<file path="src/rtl/fms_pkg.sv">
package fms_pkg;
  localparam int unsigned DATA_W  = 16;
  localparam int unsigned ACC_W   = 40;
  localparam int unsigned SHIFT_W = 5;
  localparam int unsigned OUT_W   = 16;
endpackage

</file>
<file path="src/rtl/fms_handshake.sv">
module fms_handshake (
  input  logic a_empty,
  input  logic b_empty,
  input  logic out_full,
  output logic fire
);
  // One decision moves both inputs and the output together.
  always_comb begin
    fire = !a_empty && !b_empty && !out_full;
  end
endmodule

</file>
<file path="src/rtl/fms_accum.sv">
module fms_accum #(
  parameter int unsigned DATA_W = 16,
  parameter int unsigned ACC_W  = 40
) (
  input  logic                     clk,
  input  logic                     rst,
  input  logic                     fire,
  input  logic                     clear,
  input  logic signed [DATA_W-1:0] a_in,
  input  logic signed [DATA_W-1:0] b_in,
  output logic signed [ACC_W-1:0]  sum,
  output logic signed [ACC_W-1:0]  acc_q
);
  localparam int unsigned PROD_W = 2 * DATA_W;
  localparam int unsigned EXT_W  = ACC_W - PROD_W;

  logic signed [PROD_W-1:0] prod;
  logic signed [ACC_W-1:0]  prod_ext;
  logic signed [ACC_W-1:0]  base;

  always_comb begin
    prod     = a_in * b_in;
    prod_ext = {{EXT_W{prod[PROD_W-1]}}, prod};
    base     = clear ? '0 : acc_q;
    sum      = base + prod_ext;
  end

  always_ff @(posedge clk) begin
    if (rst) begin
      acc_q <= '0;
    end else if (fire) begin
      acc_q <= sum;
    end else if (clear) begin
      acc_q <= '0;
    end
  end
endmodule

</file>
<file path="src/rtl/fms_round_sat.sv">
module fms_round_sat #(
  parameter int unsigned ACC_W   = 40,
  parameter int unsigned SHIFT_W = 5,
  parameter int unsigned OUT_W   = 16
) (
  input  logic signed [ACC_W-1:0]   sum,
  input  logic        [SHIFT_W-1:0] shift,
  output logic signed [OUT_W-1:0]   result
);
  localparam int unsigned EXT_W = ACC_W + 1;
  localparam logic signed [EXT_W-1:0] MAX_V = EXT_W'((64'sd1 <<< (OUT_W - 1)) - 64'sd1);
  localparam logic signed [EXT_W-1:0] MIN_V = -MAX_V - EXT_W'(1);

  logic signed [EXT_W-1:0] ext;
  logic signed [EXT_W-1:0] half;
  logic signed [EXT_W-1:0] biased;
  logic signed [EXT_W-1:0] shifted;

  always_comb begin
    ext     = {sum[ACC_W-1], sum};
    half    = (shift == '0) ? '0 : (EXT_W'(1) << (shift - SHIFT_W'(1)));
    biased  = ext + half;
    shifted = biased >>> shift;
    if (shifted > MAX_V) begin
      result = MAX_V[OUT_W-1:0];
    end else if (shifted < MIN_V) begin
      result = MIN_V[OUT_W-1:0];
    end else begin
      result = shifted[OUT_W-1:0];
    end
  end
endmodule

</file>
<file path="src/rtl/fifo_mac_stage.sv">
module fifo_mac_stage #(
  parameter int unsigned DATA_W  = fms_pkg::DATA_W,
  parameter int unsigned ACC_W   = fms_pkg::ACC_W,
  parameter int unsigned SHIFT_W = fms_pkg::SHIFT_W,
  parameter int unsigned OUT_W   = fms_pkg::OUT_W
) (
  input  logic               clk,
  input  logic               rst,
  input  logic               a_empty,
  input  logic [DATA_W-1:0]  a_data,
  output logic               a_pop,
  input  logic               b_empty,
  input  logic [DATA_W-1:0]  b_data,
  output logic               b_pop,
  input  logic               out_full,
  output logic               out_wr,
  output logic [OUT_W-1:0]   out_data,
  input  logic               acc_clear,
  input  logic [SHIFT_W-1:0] rnd_shift
);
  logic                    fire;
  logic signed [ACC_W-1:0] sum;
  logic signed [ACC_W-1:0] acc_q;
  logic signed [OUT_W-1:0] result;

  fms_handshake u_hs (
    .a_empty  (a_empty),
    .b_empty  (b_empty),
    .out_full (out_full),
    .fire     (fire)
  );

  fms_accum #(.DATA_W(DATA_W), .ACC_W(ACC_W)) u_acc (
    .clk   (clk),
    .rst   (rst),
    .fire  (fire),
    .clear (acc_clear),
    .a_in  ($signed(a_data)),
    .b_in  ($signed(b_data)),
    .sum   (sum),
    .acc_q (acc_q)
  );

  fms_round_sat #(.ACC_W(ACC_W), .SHIFT_W(SHIFT_W), .OUT_W(OUT_W)) u_rnd (
    .sum    (sum),
    .shift  (rnd_shift),
    .result (result)
  );

  always_comb begin
    a_pop    = fire;
    b_pop    = fire;
    out_wr   = fire;
    out_data = result;
  end
endmodule

</file>
<file path="config.mk">
export PLATFORM = sky130hd
export DESIGN_NAME = fifo_mac_stage
export DESIGN_NICKNAME = d
export VERILOG_FILES = /design/src/rtl/fms_pkg.sv /design/src/rtl/fms_handshake.sv /design/src/rtl/fms_accum.sv /design/src/rtl/fms_round_sat.sv /design/src/rtl/fifo_mac_stage.sv
export SDC_FILE = /design/constraint.sdc
export NUM_CORES = 1
export LEC_CHECK = 0
export BUFFER_PORTS_ARGS = -buffer_cell sky130_fd_sc_hd__buf_2
export CAP_MARGIN = 20
export CORE_UTILIZATION = 60
export DETAILED_ROUTE_END_ITERATION = 16
export PLACE_DENSITY_LB_ADDON = 0.08
export SETUP_SLACK_MARGIN = 0.1
export SKIP_CTS_REPAIR_TIMING = 1
export SYNTH_ARGS = -nofsm -noshare
export SYNTH_HDL_FRONTEND = slang
export SYNTH_HIERARCHICAL = 1
export SYNTH_SLANG_ARGS = --single-unit
</file>
<file path="constraint.sdc">
create_clock -name clk -period 16.81 [get_ports clk]
set_input_delay 3.362 -clock clk [delete_from_list [all_inputs] [get_ports clk]]
set_output_delay 3.362 -clock clk [all_outputs]
set_load 0.03 [all_outputs]
</file>
==> run_results.csv, run 1 <==
group,metric,value,unit
run_status,outcome,"finished, final reports clean",
worst_setup_path,cp_data_required_time,13.45,ns
layout,multi_input_area,18200,µm²
layout,reg.largest.list,"u_acc/acc_q (40)",
route,routedWlPerCell,19.6,µm
placement,port_buffers,61,
layout,fill_cells,2877,
clocking,clk_latency,0.30,ns
timing,min_period,16.51,ns
layout,largest_register_ffs,40,
logic_synthesis,synth-seq-cells,40,
worst_setup_path,crit_path_end,"out_data[12]",
clocking,clk_pin_slew_worst_paths,0.07,ns
timing,clock_skew,0.0137,ns
die,die_h,186,µm
route,wirelength,57.8,mm
logic_synthesis,yosysMostFrequentCell,"inv_1",
logic_synthesis,synth-seq-area-share,3.94,%
layout,diodes,0,
worst_setup_path,crit_type,"in2out",
placement,gp_congestion,1.00,
worst_setup_path,slowest_stage,"or4_4",
logic_synthesis,ys_types,108,
logic_synthesis,synth_edf_count,0,
layout,nets,3014,
logic_synthesis,synth_commonest_cells,"389 x inv_1, 331 x fa_1, 260 x nand2_1",
die,io_pins,62,
route,drtAntennaViolNets,0,
clocking,cts_tree,"built",
route,drtIter0Drc,1828,
worst_setup_path,cp-startpoint,"b_data[4]",
route,vias_per_cell,6.13,
clocking,clock_sinks,40,
worst_setup_path,r2r_cells,19,
clocking,clock-root-buffer,"clkbuf_16",
flow_run,maxCapViolCount,0,
min_path,hold_path_class,"reg2reg",
global_route,grt_pass1_vias,17600,
logic_synthesis,avgSynthCellArea,8.29,µm²
clocking,cts.path.max_buffers,2,
die,fp.dieW,186,µm
timing,tightest_slew,1.10,ns
worst_setup_path,worstPathArrival,13.15,ns
logic_synthesis,synth_area,20300,µm²
worst_setup_path,slowest_delay,0.60,ns
timing,setup_viol,0,
clocking,cts_inserted_buffers,5,
route,drtPass1Iterations,6,
timing,slew_headroom,26.6,%
global_route,grt_pass1_wl,92.4,mm
layout,largest-register,"u_acc/acc_q",
timing,final-hold-violation-count,0,
clocking,htree_num_levels,2,
layout,area_growth,9.80,%
layout,drive_gt1_share,14.5,%
worst_setup_path,r2r_end,"u_acc/acc_q[37]$_SDFF_PP0_",
global_route,grt.total_usage,33.9,%
worst_setup_path,rrSetupSlack,11.25,ns
placement,post-dp-hpwl,46.6,mm
logic_synthesis,synth_cells,2453,
worst_setup_path,cp-start-kind,"input pin",
timing,finalCritPeriodShare,98.2,%
worst_setup_path,endpoint_kind,"primary output",
worst_setup_path,critPathMaxFanout,10,
layout,ff_latch_area,801,µm²
logic_synthesis,netlist.area_leader.share,32.6,%
global_route,grt_max_degree,60,
worst_setup_path,r2r_start,"u_acc/acc_q[8]$_SDFF_PP0_",
route,route.detailed.drc,0,
route,num_vias,18000,
die,fp.coreArea,33400,µm²
timing,holdWs,0.611,ns
timing,fmax,60.6,MHz
logic_synthesis,synth_ff_type,"dfxtp_1",
logic_synthesis,syn_nets,2974,
global_route,overflow,0,
die,rows,67,
timing,final-max-slew-violation-count,0,
die,start_util,60.8,%
worst_setup_path,path_common_cell,"fa_1",
logic_synthesis,synthTopCellsByArea,"fa_1 33%, ha_1 9.0%, inv_1 7.2%",
logic_synthesis,async_flop_share,0,%
global_route,antenna_found_initial,0,
die,die_area,34700,µm²
logic_synthesis,yosysWarningCount,6,
logic_synthesis,yosysTopAreaCell,"fa_1",
how the worst min path moves through the flow:
stage                                           from                          to  slack, ns  depth (start not counted)
after floorplan           u_acc/acc_q[32]$_SDFF_PP0_  u_acc/acc_q[32]$_SDFF_PP0_       0.57                          3
after global placement    u_acc/acc_q[32]$_SDFF_PP0_  u_acc/acc_q[32]$_SDFF_PP0_       0.60                          3
after detailed placement  u_acc/acc_q[28]$_SDFF_PP0_  u_acc/acc_q[28]$_SDFF_PP0_       0.61                          3
after CTS                 u_acc/acc_q[28]$_SDFF_PP0_  u_acc/acc_q[28]$_SDFF_PP0_       0.62                          3
after global routing      u_acc/acc_q[32]$_SDFF_PP0_  u_acc/acc_q[32]$_SDFF_PP0_       0.66                          3
final                     u_acc/acc_q[28]$_SDFF_PP0_  u_acc/acc_q[28]$_SDFF_PP0_       0.61                          3
worst max-delay path, delay by kind of cell:
| family | cells | cell delay, ns |
|---|---|---|
| buffers and inverters | 7 | 0.75 |
| XOR/XNOR | 1 | 0.10 |
| adder cells (fa/ha/maj) | 8 | 3.66 |
| multiplexers | 1 | 0.58 |
| AND/OR/NAND/NOR | 8 | 1.92 |
| AO/OA/AOI/OAI | 11 | 2.74 |
cell usage in the layout (no fill, tap or decap), types with 40 or more instances in the layout:
cell type and instances:
fa_1 325, ha_1 131, a21oi_1 92, dfxtp_1 40, nor2b_1 50, inv_1 385, buf_4 96, xnor2_1 41
mux2i_1 62, nor2_1 142, and2_1 139, nand2_1 257, o21ai_0 46, buf_2 44
metrics by stage:
stage	setup slack [ns]	cells	utilization [%]	cell area, µm²	setup TNS [ns]
final	0.302	2942	66.8	22300	0
after CTS	-0.209	2906	63.6	21300	-2.86
after global placement	-0.0907	2898	63.1	21100	-1.26
after global routing	-0.0287	2942	66.8	22300	-0.0462
after detailed placement	-0.149	2898	63.1	21100	-1.94
after floorplan	0.374	2453	-	20300	0
cells by family after synthesis:
logic type / share of synthesized area [%]
AOI/OAI and AO/OA: 15.8
xor gates and xnor gates: 2.96
adders and majority gates: 41.6
buffers and inverters: 10.1
DFF: 3.94
muxes: 6.21
other: 0.0184
and+or+nand+nor: 19.4
cell type report:
type                            count  share of cell area, %
Clock buffer                        6                  0.622
Timing Repair Buffer              155                   4.91
Tap cell                          448                   2.51
Inverter                          394                   6.65
Sequential cell                    40                   3.58
Clock inverter                      2                  0.174
Multi-Input combinational cell   1897                   81.5
routing by layer:
| layer | vias to the layer above | wire length, µm | track usage (%) | share of wire (%) |
|---|---|---|---|---|
| met1 | 8946 | 24700 | 46.7 | 43 |
| met5 | - | 0 | 0 | 0 |
| li1 | 8208 | - | - | - |
| met4 | 0 | 1500 | 9.87 | 2.6 |
| met2 | 775 | 27600 | 56.2 | 48 |
| met3 | 111 | 3950 | 4.32 | 6.8 |
Power of run 1 is not shown: default switching activity piles up to over one toggle a cycle in this logic, so the estimate is an artifact.
==> run 2, diff against run 1 <==
CORE_UTILIZATION = 67   (was 60)
SYNTH_HIERARCHICAL = unset   (was 1)
==> run_results.csv, run 2 <==
group,metric,value,unit
logic_synthesis,avgSynthCellArea,8.38,µm²
logic_synthesis,yosysTopAreaCell,"fa_1",
clocking,htree_num_levels,2,
layout,largest-register,"u_acc.acc_q",
worst_setup_path,worstPathArrival,13.07,ns
die,fp.dieW,174,µm
timing,setup_tns,0,ns
timing,fmax,60.9,MHz
route,dr_wl_met3,3.83,mm
route,drtPass1Iterations,8,
layout,reg.largest.list,"u_acc.acc_q (40)",
worst_setup_path,slowest_stage,"fa_1",
logic_synthesis,ys_types,104,
timing,slew_headroom,32.3,%
die,die_area,30100,µm²
timing,final-max-slew-violation-count,0,
worst_setup_path,cp-start-kind,"input pin",
timing,tightest_slew,1.02,ns
logic_synthesis,synthTopCellsByArea,"fa_1 34%, ha_1 9.3%, inv_1 6.9%",
layout,fill_cells,2175,
layout,drive_gt1_share,11.8,%
worst_setup_path,cp_data_required_time,13.45,ns
clocking,cts.path.max_buffers,2,
logic_synthesis,synth_area,19700,µm²
global_route,antenna_found_initial,0,
route,num_vias,17200,
global_route,overflow,0,
placement,place_area,20700,µm²
worst_setup_path,slowest_delay,0.57,ns
route,route.detailed.drc,0,
timing,min_period,16.43,ns
clocking,cts_tree,"built",
logic_synthesis,syn_nets,2873,
die,io_pins,62,
route,wl_met2,26.4,mm
timing,finalCritPeriodShare,97.8,%
timing,final-hold-violation-count,0,
layout,nets,2919,
worst_setup_path,critPathTopFamily,"adder cells",
placement,port_buffers,61,
logic_synthesis,yosysWarningCount,0,
clocking,clock-root-buffer,"clkbuf_16",
logic_synthesis,synth-seq-cells,40,
min_path,hold_path_class,"reg2reg",
layout,largest_register_ffs,40,
run_status,outcome,"finished, final reports clean",
worst_setup_path,path_common_cell,"fa_1",
logic_synthesis,synth_cells,2352,
clocking,cts_inserted_buffers,5,
flow_run,maxCapViolCount,0,
layout,area_growth,7.52,%
logic_synthesis,yosysMostFrequentCell,"inv_1",
route,drt-met1-wl,22.8,mm
timing,setup_viol,0,
layout,ff_latch_area,801,µm²
clocking,clock_sinks,40,
layout,diodes,0,
worst_setup_path,crit_type,"in2out",
die,die_h,174,µm
logic_synthesis,synth_edf_count,0,
timing,setup_ws,0.377,ns
global_route,grt.total_usage,37.9,%
route,drtAntennaViolNets,0,
logic_synthesis,synth_commonest_cells,"364 x inv_1, 331 x fa_1, 218 x nand2_1",
placement,gp_congestion,0.985,
die,rows,62,
logic_synthesis,synth_ff_type,"dfxtp_1",
global_route,grt_max_degree,53,
timing,rsz0062_at_grt,"no",
route,vias_per_cell,6.19,
logic_synthesis,async_flop_share,0,%
global_route,grt_pass1_wl,91.4,mm
placement,place_worst_setup_slack,-0.138,ns
route,drtIter0Drc,1574,
worst_setup_path,endpoint_kind,"primary output",
layout,multi_input_area,17300,µm²
route,routedWlPerCell,19.7,µm
die,start_util,68.3,%
die,fp.coreArea,28900,µm²
clocking,clk_latency,0.30,ns
layout,final_cell_mix,"363 x inv_1, 328 x fa_1, 218 x nand2_1, 174 x and2_1, 137 x ha_1",
layout,final_common_cell,"inv_1",
layout,fin_cells,2783,
route,wirelength,54.9,mm
clocking,clk_pin_slew_worst_paths,0.06,ns
layout,finish.instance_area,21200,µm²
global_route,grt_pass1_vias,17700,
placement,dpl.cell_count,2771,
worst_setup_path,cp_num_buf_inv,7,
logic_synthesis,netlist.area_leader.share,33.6,%
worst_setup_path,critPathMaxFanout,16,
route,dr.max_layer_used,"met4",
timing,clock_skew,0.00461,ns
placement,post-dp-hpwl,45.7,mm
logic_synthesis,synth-seq-area-share,4.06,%
==> run 2: layout make-up <==
class	count	share of cell area, %
multi-input combinational	1824	81.6
inverter	366	6.48
timing repair buffer	161	5.15
sequential	40	3.78
tap	384	2.27
clock buffer	7	0.673
clock inverter	1	0.0354
==> run 2: kinds of logic (layout without fill, tap and decap cells) <==
family | after synthesis | after routing | share of synthesized area (%)
AOI/OAI and AO/OA | 429 | 429 | 15.4
xor gates and xnor gates | 65 | 65 | 2.93
adders and majority gates | 478 | 478 | 42.9
buffers and inverters | 488 | 535 | 9.56
DFF | 40 | 40 | 4.06
muxes | 92 | 92 | 5.45
other | 1 | 1 | 0.0190
and+or+nand+nor | 759 | 759 | 19.7
==> run 2: through the flow <==
stage               utilization (%)  hold slack (ns)
floorplan                         -            0.551
global placement               71.9            0.572
detailed placement             71.9            0.584
CTS                            72.4            0.593
global route                   73.5            0.620
finish                         73.5            0.592
==> run 2: worst reg2reg max path, delay by kind of cell, from the launching register on <==
family	cells	cell delay, ns
buffers and inverters	2	0.10
AOI/OAI and AO/OA	2	0.79
adders and majority gates	6	2.77
DFF	1	0.31
and+or+nand+nor	6	1.53
muxes	1	0.16
==> run 2: routing by layer <==
layer,global-route usage [%],vias to the layer above
met1,51.1,8458
met3,4.98,150
met5,0,-
li1,-,7853
met2,63.2,768
met4,12.8,0
==> run 2: path summary, 6_finish.rpt <==
check | startpoint | endpoint | slack, ns | cells after the start
setup / recovery | a_data[2] | out_data[1] | 0.38 | 37
hold / removal | u_acc.acc_q[14]$_SDFF_PP0_ | u_acc.acc_q[14]$_SDFF_PP0_ | 0.59 | 3
setup reg to reg | u_acc.acc_q[25]$_SDFF_PP0_ | u_acc.acc_q[37]$_SDFF_PP0_ | 11.09 | 17
hold reg to reg | u_acc.acc_q[14]$_SDFF_PP0_ | u_acc.acc_q[14]$_SDFF_PP0_ | 0.59 | 3
Power of run 2 is left out for the same reason.
